===== src/rtl/ssx_pkg.sv =====
package ssx_pkg;
    localparam int unsigned CHAR_W = 8;
    localparam int unsigned IDX_W  = $clog2(CHAR_W);

    typedef logic [CHAR_W-1:0] char_t;
    typedef logic [IDX_W-1:0]  idx_t;

    localparam idx_t LAST_IDX = idx_t'(CHAR_W - 1);
endpackage


===== src/rtl/ssx_clkgen.sv =====
// Serial clock source: internal half-period divider or synchronized external pin.
// Emits one-cycle fall/rise events in the system clock domain.
module ssx_clkgen #(
    parameter int unsigned DIV_W       = 12,
    parameter int unsigned SYNC_STAGES = 2
) (
    input  logic             clk,
    input  logic             rst_n,
    input  logic             ext_sel,
    input  logic [DIV_W-1:0] half_period,
    input  logic             run,
    input  logic             sck_ext,
    output logic             sck_out,
    output logic             fall_ev,
    output logic             rise_ev
);
    typedef struct packed {
        logic                   sck;
        logic                   running;
        logic [DIV_W-1:0]       cnt;
        logic [SYNC_STAGES-1:0] sync;
        logic                   prev;
    } gen_s;

    gen_s q, d;
    logic [DIV_W-1:0] half_m1;
    logic             ext_lvl;

    always_comb begin
        d       = q;
        fall_ev = 1'b0;
        rise_ev = 1'b0;
        half_m1 = (half_period == '0) ? '0 : half_period - 1'b1;
        d.sync  = {q.sync[SYNC_STAGES-2:0], sck_ext};
        ext_lvl = q.sync[SYNC_STAGES-1];
        d.prev  = ext_lvl;
        if (ext_sel) begin
            fall_ev   = q.prev & ~ext_lvl;
            rise_ev   = ~q.prev & ext_lvl;
            d.sck     = 1'b1;
            d.running = 1'b0;
            d.cnt     = '0;
        end else if (!q.running) begin
            if (run) begin
                d.sck     = 1'b0;
                d.running = 1'b1;
                d.cnt     = '0;
                fall_ev   = 1'b1;
            end
        end else if (q.cnt >= half_m1) begin
            d.cnt = '0;
            if (!q.sck) begin
                d.sck   = 1'b1;
                rise_ev = 1'b1;
            end else if (run) begin
                d.sck   = 1'b0;
                fall_ev = 1'b1;
            end else begin
                d.running = 1'b0;
            end
        end else begin
            d.cnt = q.cnt + 1'b1;
        end
    end

    always_ff @(posedge clk) begin
        if (!rst_n) begin
            q.sck     <= 1'b1;
            q.running <= 1'b0;
            q.cnt     <= '0;
            q.sync    <= '1;
            q.prev    <= 1'b1;
        end else begin
            q <= d;
        end
    end

    assign sck_out = q.sck;

    // the internal clock only leaves its high rest level when a character is pending
    a_r5_start_needs_run: assert property (@(posedge clk) disable iff (!rst_n)
        (!ext_sel && $fell(q.sck)) |-> $past(run))
        else $error("R5: serial clock fell with nothing to send");

    // in external mode the two event kinds never coincide and the driven clock rests high
    a_r9_ext_events: assert property (@(posedge clk) disable iff (!rst_n)
        (ext_sel && $past(ext_sel)) |-> (q.sck && !(fall_ev && rise_ev)))
        else $error("R9: external mode clock state inconsistent");
endmodule


===== src/rtl/ssx_tx.sv =====
// Transmit unit: holding register plus shift register, stepped by clock events.
module ssx_tx
    import ssx_pkg::*;
(
    input  logic  clk,
    input  logic  rst_n,
    input  logic  ext_sel,
    input  logic  wr_en,
    input  char_t wr_data,
    input  logic  fall_ev,
    input  logic  rise_ev,
    output logic  sd_out,
    output logic  run,
    output logic  tx_empty,
    output logic  tx_end
);
    typedef struct packed {
        logic  busy;
        idx_t  rises;
        char_t shreg;
        logic  sd;
        char_t hold;
        logic  hold_full;
        logic  done;
    } tx_s;

    tx_s  q, d;
    logic char_last;

    always_comb begin
        d         = q;
        char_last = 1'b0;
        if (fall_ev) begin
            if (q.busy) begin
                d.sd = q.shreg[q.rises];
            end else if (q.hold_full) begin
                d.shreg     = q.hold;
                d.sd        = q.hold[0];
                d.busy      = 1'b1;
                d.rises     = '0;
                d.hold_full = 1'b0;
            end
        end
        if (rise_ev && q.busy) begin
            if (q.rises == LAST_IDX) begin
                d.busy    = 1'b0;
                d.rises   = '0;
                char_last = 1'b1;
            end else begin
                d.rises = q.rises + 1'b1;
            end
        end
        if (wr_en) begin
            d.hold      = wr_data;
            d.hold_full = 1'b1;
            d.done      = 1'b0;
        end
        if (char_last && !d.hold_full) begin
            d.done = 1'b1;
        end
    end

    always_ff @(posedge clk) begin
        if (!rst_n) begin
            q.busy      <= 1'b0;
            q.rises     <= '0;
            q.shreg     <= '0;
            q.sd        <= 1'b1;
            q.hold      <= '0;
            q.hold_full <= 1'b0;
            q.done      <= 1'b1;
        end else begin
            q <= d;
        end
    end

    assign sd_out   = q.sd;
    assign run      = q.busy | q.hold_full;
    assign tx_empty = ~q.hold_full;
    assign tx_end   = q.done;

    // the data line moves only after a falling clock event
    a_r2_sd_on_fall: assert property (@(posedge clk) disable iff (!rst_n)
        !fall_ev |=> $stable(q.sd))
        else $error("R2: transmit data changed without a falling edge");

    // at the end of a character the line carries the last data bit
    a_r4_msb_hold: assert property (@(posedge clk) disable iff (!rst_n)
        $fell(q.busy) |-> (q.sd == q.shreg[LAST_IDX]))
        else $error("R4: line does not hold the last bit");

    // internal rising edges only occur inside a character
    a_r5_pulses_in_char: assert property (@(posedge clk) disable iff (!rst_n)
        (!ext_sel && rise_ev) |-> q.busy)
        else $error("R5: extra internal clock pulse");

    // the holding register empties only through a load on a falling edge
    a_r7_empty_on_load: assert property (@(posedge clk) disable iff (!rst_n)
        $fell(q.hold_full) |-> $past(fall_ev))
        else $error("R7: holding register emptied without a load");

    // end flag implies nothing in flight
    a_r7_end_idle: assert property (@(posedge clk) disable iff (!rst_n)
        q.done |-> (!q.busy && !q.hold_full))
        else $error("R7: end flag set while busy");
endmodule


===== src/rtl/ssx_rx.sv =====
// Receive unit: synchronizes the data pin, shifts on rising events, buffers one byte.
module ssx_rx
    import ssx_pkg::*;
#(
    parameter int unsigned SYNC_STAGES = 2
) (
    input  logic  clk,
    input  logic  rst_n,
    input  logic  sd_in,
    input  logic  rise_ev,
    input  logic  rd_en,
    input  logic  ovr_clr,
    output char_t rd_data,
    output logic  full,
    output logic  ovr
);
    typedef struct packed {
        logic [SYNC_STAGES-1:0] sync;
        char_t                  shreg;
        idx_t                   cnt;
        char_t                  rdr;
        logic                   full;
        logic                   ovr;
    } rx_s;

    rx_s   q, d;
    char_t nxt;
    logic  full_eff;

    always_comb begin
        d        = q;
        d.sync   = {q.sync[SYNC_STAGES-2:0], sd_in};
        nxt      = {q.sync[SYNC_STAGES-1], q.shreg[CHAR_W-1:1]};
        full_eff = q.full & ~rd_en;
        d.full   = full_eff;
        if (ovr_clr) begin
            d.ovr = 1'b0;
        end
        if (rise_ev) begin
            d.shreg = nxt;
            if (q.cnt == LAST_IDX) begin
                d.cnt = '0;
                if (full_eff) begin
                    d.ovr = 1'b1;
                end else begin
                    d.rdr  = nxt;
                    d.full = 1'b1;
                end
            end else begin
                d.cnt = q.cnt + 1'b1;
            end
        end
    end

    always_ff @(posedge clk) begin
        if (!rst_n) begin
            q.sync  <= '1;
            q.shreg <= '0;
            q.cnt   <= '0;
            q.rdr   <= '0;
            q.full  <= 1'b0;
            q.ovr   <= 1'b0;
        end else begin
            q <= d;
        end
    end

    assign rd_data = q.rdr;
    assign full    = q.full;
    assign ovr     = q.ovr;

    // an unread byte is never replaced
    a_r8_keep_unread: assert property (@(posedge clk) disable iff (!rst_n)
        (q.full && !rd_en) |=> $stable(q.rdr))
        else $error("R8: unread byte overwritten");

    // the full flag only rises on a rising serial clock event
    a_r3_full_on_rise: assert property (@(posedge clk) disable iff (!rst_n)
        $rose(q.full) |-> $past(rise_ev))
        else $error("R3: receive full without a clock edge");
endmodule


===== src/rtl/sync_serial_xcvr.sv =====
module sync_serial_xcvr
    import ssx_pkg::*;
#(
    parameter int unsigned DIV_W       = 12,
    parameter int unsigned SYNC_STAGES = 2
) (
    input  logic              clk,
    input  logic              rst_n,
    input  logic              cfg_ext_clk,
    input  logic [DIV_W-1:0]  cfg_half_period,
    input  logic              tx_wr,
    input  logic [CHAR_W-1:0] tx_wdata,
    output logic              tx_empty,
    output logic              tx_end,
    input  logic              rx_rd,
    output logic [CHAR_W-1:0] rx_rdata,
    output logic              rx_full,
    input  logic              rx_ovr_clr,
    output logic              rx_ovr,
    input  logic              sck_i,
    output logic              sck_o,
    output logic              sck_oe,
    input  logic              sd_i,
    output logic              sd_o
);
    logic fall_ev, rise_ev, tx_run;

    ssx_clkgen #(.DIV_W(DIV_W), .SYNC_STAGES(SYNC_STAGES)) u_clkgen (
        .clk         (clk),
        .rst_n       (rst_n),
        .ext_sel     (cfg_ext_clk),
        .half_period (cfg_half_period),
        .run         (tx_run),
        .sck_ext     (sck_i),
        .sck_out     (sck_o),
        .fall_ev     (fall_ev),
        .rise_ev     (rise_ev)
    );

    ssx_tx u_tx (
        .clk      (clk),
        .rst_n    (rst_n),
        .ext_sel  (cfg_ext_clk),
        .wr_en    (tx_wr),
        .wr_data  (tx_wdata),
        .fall_ev  (fall_ev),
        .rise_ev  (rise_ev),
        .sd_out   (sd_o),
        .run      (tx_run),
        .tx_empty (tx_empty),
        .tx_end   (tx_end)
    );

    ssx_rx #(.SYNC_STAGES(SYNC_STAGES)) u_rx (
        .clk     (clk),
        .rst_n   (rst_n),
        .sd_in   (sd_i),
        .rise_ev (rise_ev),
        .rd_en   (rx_rd),
        .ovr_clr (rx_ovr_clr),
        .rd_data (rx_rdata),
        .full    (rx_full),
        .ovr     (rx_ovr)
    );

    assign sck_oe = ~cfg_ext_clk;

    // with the transmitter finished, the internal clock rests high
    a_r5_idle_high: assert property (@(posedge clk) disable iff (!rst_n)
        (!cfg_ext_clk && tx_end) |-> sck_o)
        else $error("R5: serial clock low while idle");
endmodule


===== config.mk =====
export PLATFORM = sky130hd
export DESIGN_NAME = sync_serial_xcvr
export DESIGN_NICKNAME = d
export VERILOG_FILES = /design/src/rtl/ssx_pkg.sv /design/src/rtl/ssx_clkgen.sv /design/src/rtl/ssx_tx.sv /design/src/rtl/ssx_rx.sv /design/src/rtl/sync_serial_xcvr.sv
export SDC_FILE = /design/constraint.sdc
export NUM_CORES = 1
export LEC_CHECK = 0
export BUFFER_PORTS_ARGS = -buffer_cell sky130_fd_sc_hd__buf_4
export CORE_MARGIN = 2
export CORE_UTILIZATION = 47
export CTS_CLUSTER_DIAMETER = 150
export DETAILED_ROUTE_END_ITERATION = 8
export PLACE_DENSITY = 0.68
export SYNTH_ARGS = -nofsm -noshare
export SYNTH_HDL_FRONTEND = slang
export SYNTH_SLANG_ARGS = --single-unit
export TNS_END_PERCENT = 1

===== constraint.sdc =====
create_clock -name clk -period 3.3 [get_ports clk]
set_input_delay 0.33 -clock clk [delete_from_list [all_inputs] [get_ports clk]]
set_output_delay 0.33 -clock clk [all_outputs]
set_load 0.01 [all_outputs]

==> results.py <==
metrics = {
    "synth": {
        "synth_ff_type": "dfxtp_1",
        "synth_fp_nets": 428,
        "yosysMostFrequentCell": "dfxtp_1",
        "synthCells": 381,
        "synth_area_leaders": "dfxtp_1 38%, mux2i_1 8.3%, ha_1 7.3%",
        "synthesis.area_um2": 3260,
        "async_flop_share": 0,
        "ys_seq_area_frac": 0.380,
        "yosys.area.top_type": "dfxtp_1",
        "ys_ff_latch": 62,
        "ys_top_cells_by_count": "62 x dfxtp_1, 60 x nand2_1, 35 x nor2_1",
        "yosysWarnings": 0,
        "synth-edff-count": 0,
        "yosysUniqueCellTypes": 51,
        "yosys.area.top_type_share": 0.380,
        "syn_avg_cell_area_um2": 8.57,
    },
    "final_layout": {
        "final_cell_area_um2": 3940,
        "fin_nets": 478,
        "antenna_cells": 0,
        "drive_gt1_frac": 0.206,
        "syn2layout_area_growth_pct": 20.8,
    },
    "grt": {
        "grt_usage": 0.191,
        "grt_pass1_vias": 2604,
        "grt-ovfl-total": 0,
        "grt.met3_usage": 0.0398,
        "grt_start_max_net_pins": 34,
        "grt_busiest_layer": "met2",
        "grt_pass1_wl_mm": 11.6,
        "met2_usage": 0.309,
        "antenna_found_initial": 0,
        "use_met1": 0.249,
    },
    "clocking": {
        "cts_sinks": 62,
        "clock_latency_ns": 0.35,
        "cts_tree": "built",
        "h-tree-depth": 3,
        "cts_root_buffer": "clkbuf_8",
        "cts_buffers": 9,
        "path_clk_slew_ns": 0.08,
        "clock_path_buffers": 2,
        "cts_hold_buf": 0,
    },
    "worst_setup_path": {
        "crit_type": "input pin to register",
        "slowest_stage": "a2111o_1",
        "cp.required_ns": 3.55,
        "max_stage_delay_ns": 0.43,
        "startpoint": "cfg_half_period[5]",
        "rr_worst_depth": 10,
        "critPathCaptureType": "register",
        "cp-start-kind": "input pin",
        "r2r_slack_ns": 0.68,
        "path_cells": "buf_4, nor4_2, nor2b_1, nand4b_1, and2_1, ha_1, nand2b_1, a2111o_1, buf_4, and3_4, nor3_4, buf_4, a41oi_1, a311oi_1",
        "rr_endpoint": "u_clkgen.q[6]$_SDFFE_PP0P_",
        "cp.arrival_ns": 3.30,
        "r2r-start": "u_clkgen.q[3]$_SDFFE_PP0P_",
        "crit_path_frequent_cell": "buf_4",
        "worst-path-max-fanout": 4,
    },
    "sta": {
        "fin_skew_ns": 0.00960,
        "setup_violations": 0,
        "clock.fmax_mhz": 328,
        "rsz0062_at_grt": "false",
        "whs_ns": 0.171,
        "slew_headroom": 0.292,
        "period_share": 0.924,
        "hold_violations": 0,
        "period_minus_slack_ns": 3.05,
        "report.final.slew_viol_count": 0,
        "tightest_slew_ns": 1.06,
    },
    "power_and_ir_drop": {
        "p_seq_frac": 0.477,
        "power_mw": 1.63,
        "combPwrFrac": 0.098,
        "power_density_nw_per_um2": 414,
        "p_int_mw": 1.20,
        "pwr-share-clk": 0.425,
        "ir_drop_uv": 413,
        "p_sw_uw": 432,
        "p_leak_nw": 1.64,
        "switching_share": 0.265,
    },
    "run_status": {
        "status": "finished, final reports clean",
    },
    "die": {
        "io_pins": 43,
        "design.core.area_um2": 6760,
        "rows": 30,
        "dieWidth_um": 87.3,
        "start_util": 0.483,
        "die_h_um": 87.3,
        "dieArea_um2": 7630,
    },
    "hold_path": {
        "hold_start": "sck_i",
        "holdPathStages": 2,
        "hold_end": "u_clkgen.d[2]$_SDFF_PN1_",
        "hold_path.class": "input pin to register",
    },
    "placed_design": {
        "placedInstanceArea_um2": 3730,
        "io_buffers": 42,
        "gp_routability_congestion": 0.854,
        "dp_hpwl_mm": 4.98,
    },
    "drt": {
        "viasPerCell": 5.44,
        "ant_nets": 0,
        "vias": 2808,
        "wl_per_cell_um": 13.4,
        "drtPass1Iterations": 4,
        "wl_mm": 6.92,
        "drc": 0,
        "drt_iter0_markers": 112,
    },
    "flow_run": {
        "cap_violations": 0,
    },
}
-- registers in the layout, summed over array words and instances (netlist names), 2 cells and up --
signal        count
u_rx.nxt          8
u_clkgen.q       14
u_rx.q            3
u_rx.rd_data      8
u_tx.q           21
u_clkgen.d        2
-- stage by stage --
step	instances	utilization	TNS, ns	setup WS, ns
2_1_floorplan	381	-	0	0.232
3_3_place_gp	500	0.552	-0.459	-0.0468
3_5_place_dp	500	0.552	-2.19	-0.143
4_1_cts	516	0.583	0	0.229
5_1_grt	516	0.584	0	0.0647
6_report	516	0.584	0	0.251
-- placed cells by master (no fill, tap or decap), drive strengths merged, types with 7 or more instances in the layout --
cell type | synthesis | layout
nor2 | 35 | 35
clkbuf | 12 | 9
ha | 19 | 19
nand3 | 20 | 20
nand2b | 12 | 12
nand2 | 60 | 60
and3 | 7 | 7
buf | 13 | 64
o21ai | 15 | 15
mux2i | 27 | 27
dfxtp | 62 | 62
a21oi | 20 | 20
inv | 8 | 11
-- cell families after synthesis --
family / share of synthesized area
flops: 0.380
fa+ha+maj: 0.0728
compound gates: 0.141
mux: 0.100
buf+inv: 0.0514
xor+xnor: 0.0241
simple gates: 0.230
-- power by group through the flow --
stage               Sequential (mW)  Clock, mW  Combinational, mW
CTS                           0.778      0.713              0.159
global placement              0.795          0              0.156
global route                  0.781      0.746              0.179
finish                        0.778      0.694              0.160
floorplan                     0.790          0             0.0956
detailed placement            0.795          0              0.159
-- per-layer routing --
layer	part of all wire	wire length, um
met1	0.48	3350
met2	0.47	3220
met3	0.034	235
met4	0.016	110
met5	0	0
-- cell type report --
cell class                      count  area, um2
Clock buffer                        9        124
Clock inverter                      7       81.3
Fill cell                         621       2810
Inverter                            8       30.0
Multi-Input combinational cell    286       1860
Sequential cell                    62       1240
Tap cell                           80        100
Timing Repair Buffer               64        505
-- how the worst max path moves through the flow --
stage,to,slack [ns]
after floorplan,u_rx.rd_data[0]$_SDFFE_PN0P_,0.23
after global placement,u_tx.q[20]$_SDFFE_PN0P_,-0.05
after detailed placement,u_clkgen.q[6]$_SDFFE_PP0P_,-0.14
after CTS,u_clkgen.q[14]$_SDFFE_PP0P_,0.23
after global routing,u_tx.q[14]$_SDFFE_PN0P_,0.06
final,u_clkgen.q[6]$_SDFFE_PP0P_,0.25
-- repair_timing --
action                     4_1_cts  5_1_grt
setup endpoints to repair        0       27
setup buffers                    0        0
resized for setup                0        1
-- critical path: cells and delay by family --
kind	cells	cell delay, ns
AOI/OAI and AO/OA	3	0.85
adders and majority gates	1	0.26
buffers and inverters	3	0.44
and+or+nand+nor	7	1.41
Note: power is estimated with default switching activity, not from simulation.
